===== src/rtl/sadc_pkg.sv =====
package sadc_pkg;

    typedef enum logic [1:0] {
        ST_IDLE = 2'd0,
        ST_WAIT = 2'd1,
        ST_CONV = 2'd2
    } seq_state_e;

    typedef struct packed {
        logic cs_n;
        logic rd_n;
        logic oe;
        logic smp_n;
        logic stby_n;
        logic sel;
    } ctl_pins_t;

    localparam ctl_pins_t PINS_IDLE = '{cs_n: 1'b1, rd_n: 1'b1, oe: 1'b0,
                                        smp_n: 1'b1, stby_n: 1'b1, sel: 1'b0};

    function automatic int max_of(input int a, input int b);
        return (a > b) ? a : b;
    endfunction

endpackage


===== src/rtl/sadc_sync.sv =====
module sadc_sync
    import sadc_pkg::*;
#(
    parameter int STAGES = 2
) (
    input  logic      clk,
    input  logic      rst,
    input  ctl_pins_t raw,
    output ctl_pins_t synced
);
    ctl_pins_t stage_q [STAGES];

    always_ff @(posedge clk) begin
        if (rst) begin
            for (int i = 0; i < STAGES; i++) stage_q[i] <= PINS_IDLE;
        end else begin
            stage_q[0] <= raw;
            for (int i = 1; i < STAGES; i++) stage_q[i] <= stage_q[i-1];
        end
    end

    assign synced = stage_q[STAGES-1];
endmodule


===== src/rtl/sadc_seq.sv =====
module sadc_seq
    import sadc_pkg::*;
#(
    parameter int START_DLY = 3,
    parameter int CONV_CYC  = 10
) (
    input  logic clk,
    input  logic rst,
    input  logic cs_s,
    input  logic smp_s,
    input  logic stby_s,
    input  logic sel_s,
    output logic eoc,
    output logic done,
    output logic mux_ch,
    output logic overrun
);
    localparam int CW = $clog2(max_of(START_DLY, CONV_CYC) + 1);
    localparam logic [CW-1:0] WAIT_LAST = CW'(START_DLY - 1);
    localparam logic [CW-1:0] CONV_LAST = CW'(CONV_CYC - 1);

    seq_state_e    state_q;
    logic [CW-1:0] cnt_q;
    logic          eoc_q, ch_q, ovr_q, smp_prev_q;
    logic          req, standby;

    assign standby = stby_s;
    assign req     = !cs_s && smp_prev_q && !smp_s;
    assign done    = !standby && (state_q == ST_CONV) && (cnt_q == CONV_LAST);

    always_ff @(posedge clk) begin
        if (rst) begin
            state_q    <= ST_IDLE;
            cnt_q      <= '0;
            eoc_q      <= 1'b1;
            ch_q       <= 1'b0;
            ovr_q      <= 1'b0;
            smp_prev_q <= 1'b1;
        end else begin
            smp_prev_q <= smp_s;
            if (standby) begin
                state_q <= ST_IDLE;
                cnt_q   <= '0;
                eoc_q   <= 1'b1;
            end else begin
                if (req && state_q != ST_IDLE) ovr_q <= 1'b1;
                unique case (state_q)
                    ST_IDLE: if (req) begin
                        state_q <= ST_WAIT;
                        cnt_q   <= '0;
                    end
                    ST_WAIT: if (cnt_q == WAIT_LAST) begin
                        state_q <= ST_CONV;
                        cnt_q   <= '0;
                        eoc_q   <= 1'b0;
                        ch_q    <= sel_s;
                    end else begin
                        cnt_q <= cnt_q + 1'b1;
                    end
                    ST_CONV: if (cnt_q == CONV_LAST) begin
                        state_q <= ST_IDLE;
                        cnt_q   <= '0;
                        eoc_q   <= 1'b1;
                    end else begin
                        cnt_q <= cnt_q + 1'b1;
                    end
                    default: state_q <= ST_IDLE;
                endcase
            end
        end
    end

    assign eoc     = eoc_q;
    assign mux_ch  = ch_q;
    assign overrun = ovr_q;

    p_stby_eoc_r8: assert property (@(posedge clk) disable iff (rst)
        standby |=> eoc_q);
    p_ovr_sticky_r9: assert property (@(posedge clk) disable iff (rst)
        ovr_q |=> ovr_q);
    p_ch_hold_r7: assert property (@(posedge clk) disable iff (rst)
        (!eoc_q && $past(!eoc_q)) |-> $stable(ch_q));
    p_idle_high_r3: assert property (@(posedge clk) disable iff (rst)
        (state_q != ST_CONV) |-> eoc_q);
endmodule


===== src/rtl/sadc_out.sv =====
module sadc_out
    import sadc_pkg::*;
#(
    parameter int CODE_W = 12
) (
    input  logic              clk,
    input  logic              rst,
    input  logic              cs_s,
    input  logic              rd_s,
    input  logic              oe_s,
    input  logic              eoc,
    input  logic              done,
    input  logic [CODE_W-1:0] core_code,
    output logic [CODE_W-1:0] dout,
    output logic              dout_en,
    output logic              int_n
);
    logic [CODE_W-1:0] data_q;
    logic              pend_q;
    logic              rd_act;

    assign rd_act = !cs_s && !rd_s;

    always_ff @(posedge clk) begin
        if (rst) begin
            data_q <= '0;
            pend_q <= 1'b0;
        end else begin
            if (done) data_q <= core_code;
            if (rd_act)    pend_q <= 1'b0;
            else if (done) pend_q <= 1'b1;
        end
    end

    assign dout    = data_q;
    assign dout_en = oe_s && rd_act && eoc;
    assign int_n   = !pend_q;

    p_int_quiet_r4: assert property (@(posedge clk) disable iff (rst)
        $past(rd_act) |-> !pend_q);
    p_data_hold_r6: assert property (@(posedge clk) disable iff (rst)
        (eoc && $past(eoc)) |-> $stable(data_q));
    p_bus_gate_r5: assert property (@(posedge clk) disable iff (rst)
        !eoc |-> !dout_en);
endmodule


===== src/rtl/sadc_ctrl.sv =====
module sadc_ctrl
    import sadc_pkg::*;
#(
    parameter int CODE_W      = 12,
    parameter int SYNC_STAGES = 2,
    parameter int START_DLY   = 3,
    parameter int CONV_CYC    = 10
) (
    input  logic              clk,
    input  logic              rst,
    input  logic              cs_n,
    input  logic              rd_n,
    input  logic              oe,
    input  logic              smp_req_n,
    input  logic              stby_n,
    input  logic              ch_sel,
    input  logic [CODE_W-1:0] core_code,
    output logic              eoc,
    output logic              int_n,
    output logic [CODE_W-1:0] dout,
    output logic              dout_en,
    output logic              mux_ch,
    output logic              overrun
);
    ctl_pins_t pins_raw, pins_s;
    logic      done;

    assign pins_raw = '{cs_n: cs_n, rd_n: rd_n, oe: oe, smp_n: smp_req_n,
                        stby_n: stby_n, sel: ch_sel};

    sadc_sync #(.STAGES(SYNC_STAGES)) u_sync (
        .clk(clk), .rst(rst), .raw(pins_raw), .synced(pins_s)
    );

    sadc_seq #(.START_DLY(START_DLY), .CONV_CYC(CONV_CYC)) u_seq (
        .clk(clk), .rst(rst),
        .cs_s(pins_s.cs_n), .smp_s(pins_s.smp_n), .stby_s(!pins_s.stby_n),
        .sel_s(pins_s.sel),
        .eoc(eoc), .done(done), .mux_ch(mux_ch), .overrun(overrun)
    );

    sadc_out #(.CODE_W(CODE_W)) u_out (
        .clk(clk), .rst(rst),
        .cs_s(pins_s.cs_n), .rd_s(pins_s.rd_n), .oe_s(pins_s.oe),
        .eoc(eoc), .done(done), .core_code(core_code),
        .dout(dout), .dout_en(dout_en), .int_n(int_n)
    );
endmodule


===== config.mk =====
export PLATFORM = sky130hd
export DESIGN_NAME = sadc_ctrl
export DESIGN_NICKNAME = d
export VERILOG_FILES = /design/src/rtl/sadc_pkg.sv /design/src/rtl/sadc_sync.sv /design/src/rtl/sadc_seq.sv /design/src/rtl/sadc_out.sv /design/src/rtl/sadc_ctrl.sv
export SDC_FILE = /design/constraint.sdc
export NUM_CORES = 1
export LEC_CHECK = 0
export ABC_CLOCK_PERIOD_IN_PS = 1400
export BUFFER_PORTS_ARGS = -buffer_cell sky130_fd_sc_hd__buf_2
export CAP_MARGIN = 30
export CORE_MARGIN = 2
export CORE_UTILIZATION = 45
export DETAILED_ROUTE_END_ITERATION = 7
export GPL_TIMING_DRIVEN = 0
export PLACE_DENSITY = 0.82
export RECOVER_POWER = 100
export SETUP_SLACK_MARGIN = 0.2
export SYNTH_ARGS = -nofsm -noshare
export SYNTH_HDL_FRONTEND = slang
export SYNTH_SLANG_ARGS = --single-unit

===== constraint.sdc =====
create_clock -name clk -period 1.4 [get_ports clk]
set_input_delay 0 -clock clk [delete_from_list [all_inputs] [get_ports clk]]
set_output_delay 0 -clock clk [all_outputs]
set_load 0.1 [all_outputs]

==> summary.md, run 1 <==
| Metric | Value |
|---|---|
| Run status | finished with violations |
| Violated checks | design-rule violations, negative setup slack |
| WHS Endpoint | u_sync.stage_q[0][0] |
| Hold slack | 0.136 ns |
| # setup viols final | 17 |
| GRT Overall Usage | 21.7% |
| PortBufs | 36 |
| Deepest clock path buffer count | 2 |
| Tcrit/Tclk final | 113% |
| Clock transition at path regs | about 0.11 ns |
| Final net count | 242 |
| Area occupied by multi-input gates | just under 700 um2 |
| Hold WC Path Type | in -> reg |
| # fillers | 198 |
| First drt pass iteration count | 6 |
| Drc violations | 2 |
| Worst EP arrival | 1.85 ns |
| Post-synthesis register bit count | 35 |
| Final HPWL DP | around 2200 um |
| Reg-to-reg startpoint | u_sync.stage_q[0][11] |
| Worst reg2reg path depth | 4 |
| Power Density | 908 nW/um2 |
| Die width | 58.6 um |
| Die area | 3440 um2 |
| CTS buffer count | 5 |
| Worst Hold Depth | 3 |
| Sequential area share after synthesis | a little over half |
| Synth unique cells | 31 |
| Routed wire length | approximately 3900 um |
| Initial antenna violation count | 0 |
| Ports | 37 |
| Initial core utilization | between 40% and 50% |
| RSZ-0062 raised after global routing | yes |
| PnR worst setup slack | -0.183 ns |
| Mean Syn Cell Area | between 9 and 10 um2 |
| Syn Inst Count | about 150 |
| Req. time, crit path | 1.66 ns |
| Post-synth ARST share | 0% |
| Global-route wire length before repair | 5640 um |
| Crit path max fanout | 3 |
| Worst Tran Pin Value | 0.502 ns |
| Worst skew pair latency | 0.34 ns |
| Yosys warns | 0 |
| FF-to-FF End | u_seq.cnt_q[0] |
| Gr ovfl total | 0 |
| Synth-to-Final Area Change | 53.4% |
| Number of synthesized flops with an enable pin | 0 |
| Max Slew Vio Count | 0 |
| Critical path startpoint category | flip-flop |
| Max Cap Viol | 0 |
| Fraction of layout cells with a size suffix above 1 | between 40% and 50% |
| CP endpoint kind | flip-flop |
| VDD IR max | a little over 0.7 mV |
| Vias | 1354 |
| Hold Startpoint | rst |
| Static leakage | 0.832 nW |
| Site Rows | 19 |
| Min Tclk post-route | 1.58 ns |
| Routed len/inst | 15.7 um |
| Reg2Reg Setup Slack | -0.18 ns |
| CTS sink cnt | 35 |
| Routability Congestion | 0.746 |
| Final-report hold violation count | 0 |
| Die height | 58.6 um |
| Vias in the first global route | between 1000 and 1500 |
| Root buf cell | clkbuf_4 |
| Register Area | 732 um2 |
| Largest net degree at the start of global routing | 13 |
| Post-synth top flop | dfxtp_1 |
| Clock H-tree levels | 2 |
| Core area | 2810 um2 |
| Worst-case clock skew | ~0.012 ns |
| Mapped Area | 1340 um2 |
| Remaining antenna violation count after routing | 0 |
| Routed vias/inst | 5.42 |
| Mapped Nets | 170 |
| CTS tree | done |
| F_max | approximately 630 MHz |
| Critical path type | reg -> reg |
| DRT iter0 DRCs | 73 |
| Slew HR | 66.7% |
| Sum of negative setup slack | -1.28 ns |
| Antenna cell count | 0 |
==> logic make-up (layout without fill, tap and decap cells) <==
| family | after synthesis | count (layout) | synth area share, % |
|---|---|---|---|
| AOI/OAI and AO/OA | 29 | 29 | 14.4 |
| buffers and inverters | 12 | 85 | 3.45 |
| adders and majority gates | 4 | 4 | 3.73 |
| and+or+nand+nor | 65 | 65 | 25.5 |
| DFF | 35 | 35 | 52.2 |
| muxes | 1 | 1 | 0.746 |
==> cells in the final DEF, fill, tap and decap left out, drive strengths merged <==
master	instances
dfxtp	35
inv	7
nor3b	1
clkbuf	11
or4b	2
ha	4
and4bb	1
nand4b	1
or2	10
bufinv	1
a21oi	17
o21ba	1
a221oi	1
nand3	1
nand2b	3
o21ai	1
o311ai	1
nor2	6
and3	3
or3b	1
nand2	29
dlygate4sd3	19
a211oi	3
buf	45
nand3b	2
o32ai	2
o2bb2ai	1
a31oi	1
o31a	1
nor2b	5
clkinv	2
mux2i	1
==> final cells by class <==
class,count,share of cell area [%]
plain buffers,5,1.46
clock inverters,3,2.13
repair buffers,65,22.4
multi-input cells,99,33.5
clock buffers,5,1.82
flip-flops and latches,35,35.5
well taps,31,1.88
inverters,7,1.28
==> metal layers <==
metal | global-route usage [%] | vias to the layer above | routed length [um]
li1 | - | 640 | -
met1 | 22.5 | 652 | 1460
met2 | 40.4 | 51 | 2210
met3 | 5.93 | 11 | 172
met4 | 9.42 | 0 | 85
met5 | 0 | - | 0
==> what timing repair did <==
| item | in CTS | in global routing |
|---|---|---|
| gates resized for setup | 12 | 14 |
| pin swaps | 3 | 5 |
| endpoints found under the hold margin | 19 | 0 |
| endpoints found under the setup margin | 22 | 24 |
| hold buffers | 19 | 0 |
| buffers inserted | 5 | 5 |
==> how the worst max path moves through the flow <==
| stage | start | to | slack [ns] | depth (start not counted) |
|---|---|---|---|---|
| after floorplan | u_sync.stage_q[0][8] | u_seq.cnt_q[0] | -0.07 | 4 |
| after global placement | u_sync.stage_q[0][8] | u_seq.cnt_q[0] | -0.14 | 4 |
| after detailed placement | u_seq.state_q[1] | u_seq.cnt_q[2] | -0.28 | 6 |
| after CTS | u_sync.stage_q[0][8] | u_seq.cnt_q[0] | -0.16 | 4 |
| after global routing | u_sync.stage_q[0][11] | u_seq.cnt_q[0] | -0.22 | 4 |
| final | u_sync.stage_q[0][11] | u_seq.cnt_q[0] | -0.18 | 4 |
==> registers in the layout, indices dropped and copies added (netlist names) <==
register and flops:
u_out.dout 12, u_seq.eoc 1, u_seq.state_q 2, u_out.pend_q 1, u_sync.stage_q 12, u_seq.cnt_q 4, u_seq.overrun 1, u_seq.mux_ch 1
u_seq.smp_prev_q 1
==> cells in the mapped netlist (all sizes together), types with 2 or more instances <==
cell type   n  area, um2
a21oi      17       96.4
nand2b      3       18.8
or2        10       62.6
o32ai       2       17.5
nor2b       5       31.3
a211oi      3       22.5
ha          4       50.1
clkbuf      4       15.0
nor2        6       22.5
or4b        2       20.0
dfxtp      35        701
nand3b      2       15.0
and3        3       18.8
nand2      29        109
inv         7       26.3
==> critical path: stages (launching register included) <==
cell and delay, ns:
dfxtp_2 0.35, or3b_4 0.39, a21oi_4 0.15, or4b_4 0.48, a21oi_2 0.14
==> where the power goes <==
part	switching [W]	leakage, nW	internal, W
registers	0.00000831	0.293	0.00101
clock network	0.000349	0.0452	0.000376
logic	0.0000502	0.494	0.0000776
total	0.000407	0.832	0.00146
==> stage by stage <==
stage	power (W)	util, %	setup slack [ns]	area [um2]	std cells
6_report	0.00187	73.4	-0.183	2060	250
5_1_grt	0.00193	73.4	-0.219	2060	250
3_5_place_dp	0.00112	57.9	-0.276	1630	213
3_3_place_gp	0.00111	57.9	-0.135	1630	213
4_1_cts	0.00188	70.2	-0.159	1970	245
2_1_floorplan	0.00108	-	-0.0708	1410	146
(Power assumes the default switching activity.)
==> run 2, diff against run 1 <==
--- a/config.mk
+++ b/config.mk
@@ -5,14 +5,14 @@
 export SDC_FILE = /design/constraint.sdc
 export NUM_CORES = 1
 export LEC_CHECK = 0
-export ABC_CLOCK_PERIOD_IN_PS = 1400
+export ABC_CLOCK_PERIOD_IN_PS = 1640
 export BUFFER_PORTS_ARGS = -buffer_cell sky130_fd_sc_hd__buf_2
 export CAP_MARGIN = 30
 export CORE_MARGIN = 2
-export CORE_UTILIZATION = 45
+export CORE_UTILIZATION = 50
 export DETAILED_ROUTE_END_ITERATION = 7
 export GPL_TIMING_DRIVEN = 0
-export PLACE_DENSITY = 0.82
+export PLACE_DENSITY = 0.86
 export RECOVER_POWER = 100
 export SETUP_SLACK_MARGIN = 0.2
 export SYNTH_ARGS = -nofsm -noshare
==> constraint.sdc (replaced) <==
create_clock -name clk -period 1.64 [get_ports clk]
set_input_delay 0 -clock clk [delete_from_list [all_inputs] [get_ports clk]]
set_output_delay 0 -clock clk [all_outputs]
set_load 0.1 [all_outputs]
==> summary.md, run 2 (synthesis results as in run 1) <==
| Metric | Value |
|---|---|
| Worst reg2reg path depth | 4 |
| Reg2Reg Setup Slack | 0.06 ns |
| Worst EP arrival | between 1.5 and 2 ns |
| Sequential share of power | 54.2% |
| Clock power frac | around two fifths |
| Drc violations | 0 |
| Largest net degree at the start of global routing | 13 |
| DRT iter0 DRCs | 31 |
| Remaining antenna violation count after routing | 0 |
| Core Util, Final | 80.3% |
| Dpl ws | 0.000556 ns |
| Sum of negative setup slack | 0 ns |
| Final HPWL DP | 2210 um |
| FF-to-FF End | u_seq.state_q[0] |
| Gate power share | under 10% |
| Tcrit/Tclk final | roughly 96% |
| Beginning of the critical path | u_seq.cnt_q[0] |
| RSZ-0062 raised after global routing | yes |
| PortBufs | 36 |
| Routability Congestion | approximately 0.85 |
| Power Density | about 790 nW/um2 |
| CTS sink cnt | 35 |
| GRT Overall Usage | ~26% |
| F_max | around 630 MHz |
| Fraction of layout cells with a size suffix above 1 | 41.7% |
| Worst Hold Depth | 3 |
| First drt pass iteration count | 4 |
| # fillers | about 150 |
| Hold WC Path Type | in -> reg |
| Static leakage | 0.794 nW |
| PnR worst setup slack | 0.0601 ns |
| Vias in the first global route | 1314 |
| Vias | 1318 |
| Routed wire length | about 4000 um |
| # setup viols final | 0 |
| Critical path startpoint category | flip-flop |
| Internal | around 0.0012 W |
| Ports | 37 |
| Reg-to-reg startpoint | u_seq.cnt_q[0] |
| CTS buffer count | 5 |
| Slew HR | 62.5% |
| Gr ovfl total | 0 |
| Routed vias/inst | 5.36 |
| Die area | 3120 um2 |
| Site Rows | 18 |
| Antenna cell count | 0 |
| Worst Tran Pin Value | 0.566 ns |
| Final-report hold violation count | 0 |
| Most common cell after layout, fill and taps aside | nand2_1 |
| CP endpoint | u_seq.state_q[0] |
| Run status | finished, final reports clean |
| Req. time, crit path | 1.90 ns |
| Initial core utilization | between 50 and 60% |
| Synth-to-Final Area Change | 49.6% |
| Worst-case clock skew | 0.0119 ns |
| Clock transition at path regs | roughly 0.11 ns |
| Clock H-tree levels | 2 |
| Root buf cell | clkbuf_4 |
| CTS tree | done |
| Total net switching power | approximately 0.00035 W |
| Initial antenna violation count | 0 |
| Final net count | 239 |
| Global-route wire length before repair | between 6000 and 7000 um |
| Core area | 2500 um2 |
| Most frequent cells in the layout | 29 x nand2_1, 27 x dfxtp_1, 19 x clkbuf_2, 19 x dlygate4sd3_1, 18 x buf_2 |
| Max Cap Viol | 0 |
| VDD IR max | 1.62 mV |
| Routed len/inst | 15.8 um |
| Deepest clock path buffer count | 2 |
| Die height | 55.8 um |
| Max Slew Vio Count | 0 |
| Min Tclk post-route | 1.58 ns |
| Crit path max fanout | 8 |
| Net Sw Frac | a little over a fifth |
| Die width | between 50 and 60 um |
| Worst skew pair latency | 0.34 ns |
| CP endpoint kind | flip-flop |
| Hold slack | around 0.39 ns |
| Critical path type | reg -> reg |
==> run 2: changes by cell type in the layout (fill, tap and decap cells not counted), sizes merged <==
cell,change
buf,-20
clkbuf,+17
==> run 2: per-stage QoR <==
step	cell area, um2	std cells	power, W
2_1_floorplan	1350	146	0.000920
6_report	2010	246	0.00159
5_1_grt	2010	246	0.00165
3_5_place_dp	1560	212	0.000951
3_3_place_gp	1560	212	0.000948
4_1_cts	1920	242	0.00160
==> run 2: routing by layer <==
metal / vias up / global-route usage [%] / share of wire [%]
li1: 634 / - / -
met1: 612 / 28.9 / 40
met2: 60 / 44.0 / 52
met3: 12 / 6.51 / 5.2
met4: 0 / 13.9 / 2.9
met5: - / 0 / 0
==> run 2: worst min-delay path by stage <==
stage | from | end
CTS | stby_n | u_sync.stage_q[0][1]
global route | stby_n | u_sync.stage_q[0][1]
detailed placement | stby_n | u_sync.stage_q[0][1]
finish | stby_n | u_sync.stage_q[0][1]
global placement | rd_n | u_sync.stage_q[0][4]
floorplan | stby_n | u_sync.stage_q[0][1]
==> run 2: cell type report <==
class | count | area (um2) | area share, %
flip-flops and latches | 35 | 721 | 35.9
multi-input cells | 99 | 697 | 34.7
repair buffers | 62 | 422 | 21.0
clock inverters | 3 | 43.8 | 2.18
clock buffers | 5 | 37.5 | 1.87
well taps | 30 | 37.5 | 1.87
inverters | 7 | 28.8 | 1.43
plain buffers | 5 | 21.3 | 1.06
==> run 2: timing repair <==
action | 4_1_cts | 5_1_grt
gates resized for setup | 19 | 24
hold buffers | 19 | 0
cloned | 0 | 0
pin swaps | 2 | 9
endpoints found under the hold margin | 19 | 0
buffers inserted | 3 | 4
setup endpoints to repair | 19 | 19
==> run 2: worst max-delay path, stage by stage, from the launching register on <==
cell,delay [ns]
dfxtp_1,0.41
and4bb_2,0.29
o21ba_2,0.26
or2_1,0.26
a221oi_2,0.28
==> run 2: power by group through the flow <==
stage          Sequential (W)  Combinational, W  Clock, W
4_1_cts              0.000869          0.000100  0.000629
6_report             0.000865          0.000107  0.000623
3_3_place_gp         0.000889         0.0000587         0
2_1_floorplan        0.000890         0.0000305         0
3_5_place_dp         0.000890         0.0000613         0
5_1_grt              0.000867          0.000116  0.000667
==> run 3, diff against run 2 <==
--- a/config.mk
+++ b/config.mk
@@ -8,12 +8,13 @@
 export ABC_CLOCK_PERIOD_IN_PS = 1640
 export BUFFER_PORTS_ARGS = -buffer_cell sky130_fd_sc_hd__buf_2
 export CAP_MARGIN = 30
-export CORE_MARGIN = 2
+export CORE_ASPECT_RATIO = 1.2
 export CORE_UTILIZATION = 50
 export DETAILED_ROUTE_END_ITERATION = 7
 export GPL_TIMING_DRIVEN = 0
 export PLACE_DENSITY = 0.86
 export RECOVER_POWER = 100
+export REMOVE_ABC_BUFFERS = 1
 export SETUP_SLACK_MARGIN = 0.2
 export SYNTH_ARGS = -nofsm -noshare
 export SYNTH_HDL_FRONTEND = slang
==> summary.md, run 3 (synthesis results as in run 1) <==
| Metric | Value |
|---|---|
| PnR worst setup slack | 0.0493 ns |
| RSZ-0062 raised after global routing | yes |
| Routed len/inst | around 16 um |
| CTS buffer count | 5 |
| Initial antenna violation count | 0 |
| Most common cell after layout, fill and taps aside | nand2_1 |
| Drc violations | 0 |
| Die height | slightly below 60 um |
| Worst reg2reg path depth | 5 |
| Worst-case clock skew | 0.00590 ns |
| Initial core utilization | a little over half |
| Vias in the first global route | 1295 |
| Reg-to-reg startpoint | u_seq.state_q[1] |
| GRT Overall Usage | 26.5% |
| Final HPWL DP | 1970 um |
| Slew HR | 63.2% |
| Worst skew pair latency | 0.34 ns |
| Clock H-tree levels | 2 |
| Dpl ws | 0.0431 ns |
| Critical path type | reg -> reg |
| Hold slack | approximately 0.091 ns |
| Routed wire length | 3780 um |
| Routability Congestion | about 0.9 |
| Final-report hold violation count | 0 |
| Final net count | 231 |
| Fraction of layout cells with a size suffix above 1 | a little under two fifths |
| First drt pass iteration count | 4 |
| Reg2Reg Setup Slack | 0.05 ns |
| DRT iter0 DRCs | 60 |
| CP endpoint kind | flip-flop |
| Routed vias/inst | 5.52 |
| Global-route wire length before repair | 5690 um |
| Antenna cell count | 0 |
| Worst Hold Depth | 2 |
| WHS Endpoint | u_seq.mux_ch |
| FF-to-FF End | u_seq.cnt_q[0] |
| Worst Tran Pin Value | 0.554 ns |
| Max Slew Vio Count | 0 |
| Critical path startpoint category | flip-flop |
| Min Tclk post-route | 1.59 ns |
| # setup viols final | 0 |
| Hold WC Path Type | in -> reg |
| Root buf cell | clkbuf_4 |
| Most frequent cells in the layout | 29 x nand2_1, 28 x dfxtp_1, 20 x buf_2 |
| Tcrit/Tclk final | ~97% |
| Die width | 49.3 um |
| Gr ovfl total | 0 |
| VDD IR max | approximately 0.95 mV |
| Deepest clock path buffer count | 2 |
| Fin area | 1940 um2 |
| PortBufs | 36 |
| # fillers | 172 |
| Synth-to-Final Area Change | 44.5% |
| Vias | about 1300 |
| Power Density | about 840 nW/um2 |
| Hold Startpoint | rst |
| Design Power | 0.00163 W |
| Die area | about 2900 um2 |
| Site Rows | 20 |
| Remaining antenna violation count after routing | 0 |
| Static leakage | roughly 0.78 nW |
| Largest net degree at the start of global routing | 31 |
| F_max | 629 MHz |
| Crit path max fanout | 4 |
| CTS sink cnt | 35 |
| Worst EP arrival | about 1.9 ns |
| Core area | 2550 um2 |
| Area post-placement | between 1500 and 2000 um2 |
| Run status | finished, final reports clean |
| CTS tree | done |
| Req. time, crit path | 1.91 ns |
| Ports | 37 |
| Clock transition at path regs | 0.11 ns |
| Max Cap Viol | 0 |
-- run 3: changes by cell type in the layout (fill, tap and decap cells not counted), sizes merged --
| cell | previous run | this run |
|---|---|---|
| clkinv | 2 | 1 |
| buf | 25 | 24 |
| clkbuf | 28 | 23 |
| dlygate4sd3 | 19 | 18 |
-- run 3: worst max-delay path by stage --
stage | cells past startpoint | start | slack, ns | to
after floorplan | 1 | u_seq.eoc | -0.23 | dout_en
after global placement | 4 | u_sync.stage_q[0][11] | 0.08 | u_seq.cnt_q[0]
after detailed placement | 4 | u_sync.stage_q[0][11] | 0.04 | u_seq.cnt_q[0]
after CTS | 4 | u_sync.stage_q[0][8] | 0.10 | u_seq.cnt_q[0]
after global routing | 5 | u_seq.state_q[1] | 0.02 | u_seq.cnt_q[0]
final | 5 | u_seq.state_q[1] | 0.05 | u_seq.cnt_q[0]
-- run 3: stage by stage --
| step | setup TNS (ns) | cells | util [%] |
|---|---|---|---|
| after CTS | 0 | 239 | 73.1 |
| after detailed placement | 0 | 210 | 60.5 |
| after global placement | 0 | 210 | 60.5 |
| after floorplan | -0.227 | 141 | - |
| final | 0 | 241 | 76.0 |
| after global routing | 0 | 241 | 76.0 |
-- run 3: per-layer routing --
metal	up-vias	GRT usage, %	wire length (um)
met4	0	13.4	50
met5	-	0	0
li1	614	-	-
met3	5	8.79	242
met1	646	29.4	1480
met2	65	45.4	2000
-- run 3: layout make-up --
type	count	area, um2	area share, %
Sequential cell	35	717	37.0
Multi-Input combinational cell	99	668	34.5
Timing Repair Buffer	59	398	20.5
Clock buffer	6	51.3	2.65
Tap cell	33	41.3	2.13
Clock inverter	2	35.0	1.81
Inverter	7	28.8	1.48
-- run 3: power breakdown --
part	internal, W	switching (W)	leakage [nW]
logic	0.0000611	0.0000426	0.439
registers	0.000860	0.00000692	0.288
clock network	0.000360	0.000296	0.0482
total	0.00128	0.000346	0.775
-- run 3: what timing repair did --
action                     in CTS  in global routing
pin swaps                       2                 10
buffers inserted                3                  2
hold buffers                   18                  0
resized for setup              16                 17
setup endpoints to repair      21                 20
hold endpoints to repair       18                  0
-- run 3: worst max-delay path: stages (launching register included) --
cell,delay (ns)
dfxtp_4,0.39
inv_1,0.06
ha_1,0.31
inv_1,0.10
or4b_1,0.51
a21oi_1,0.15
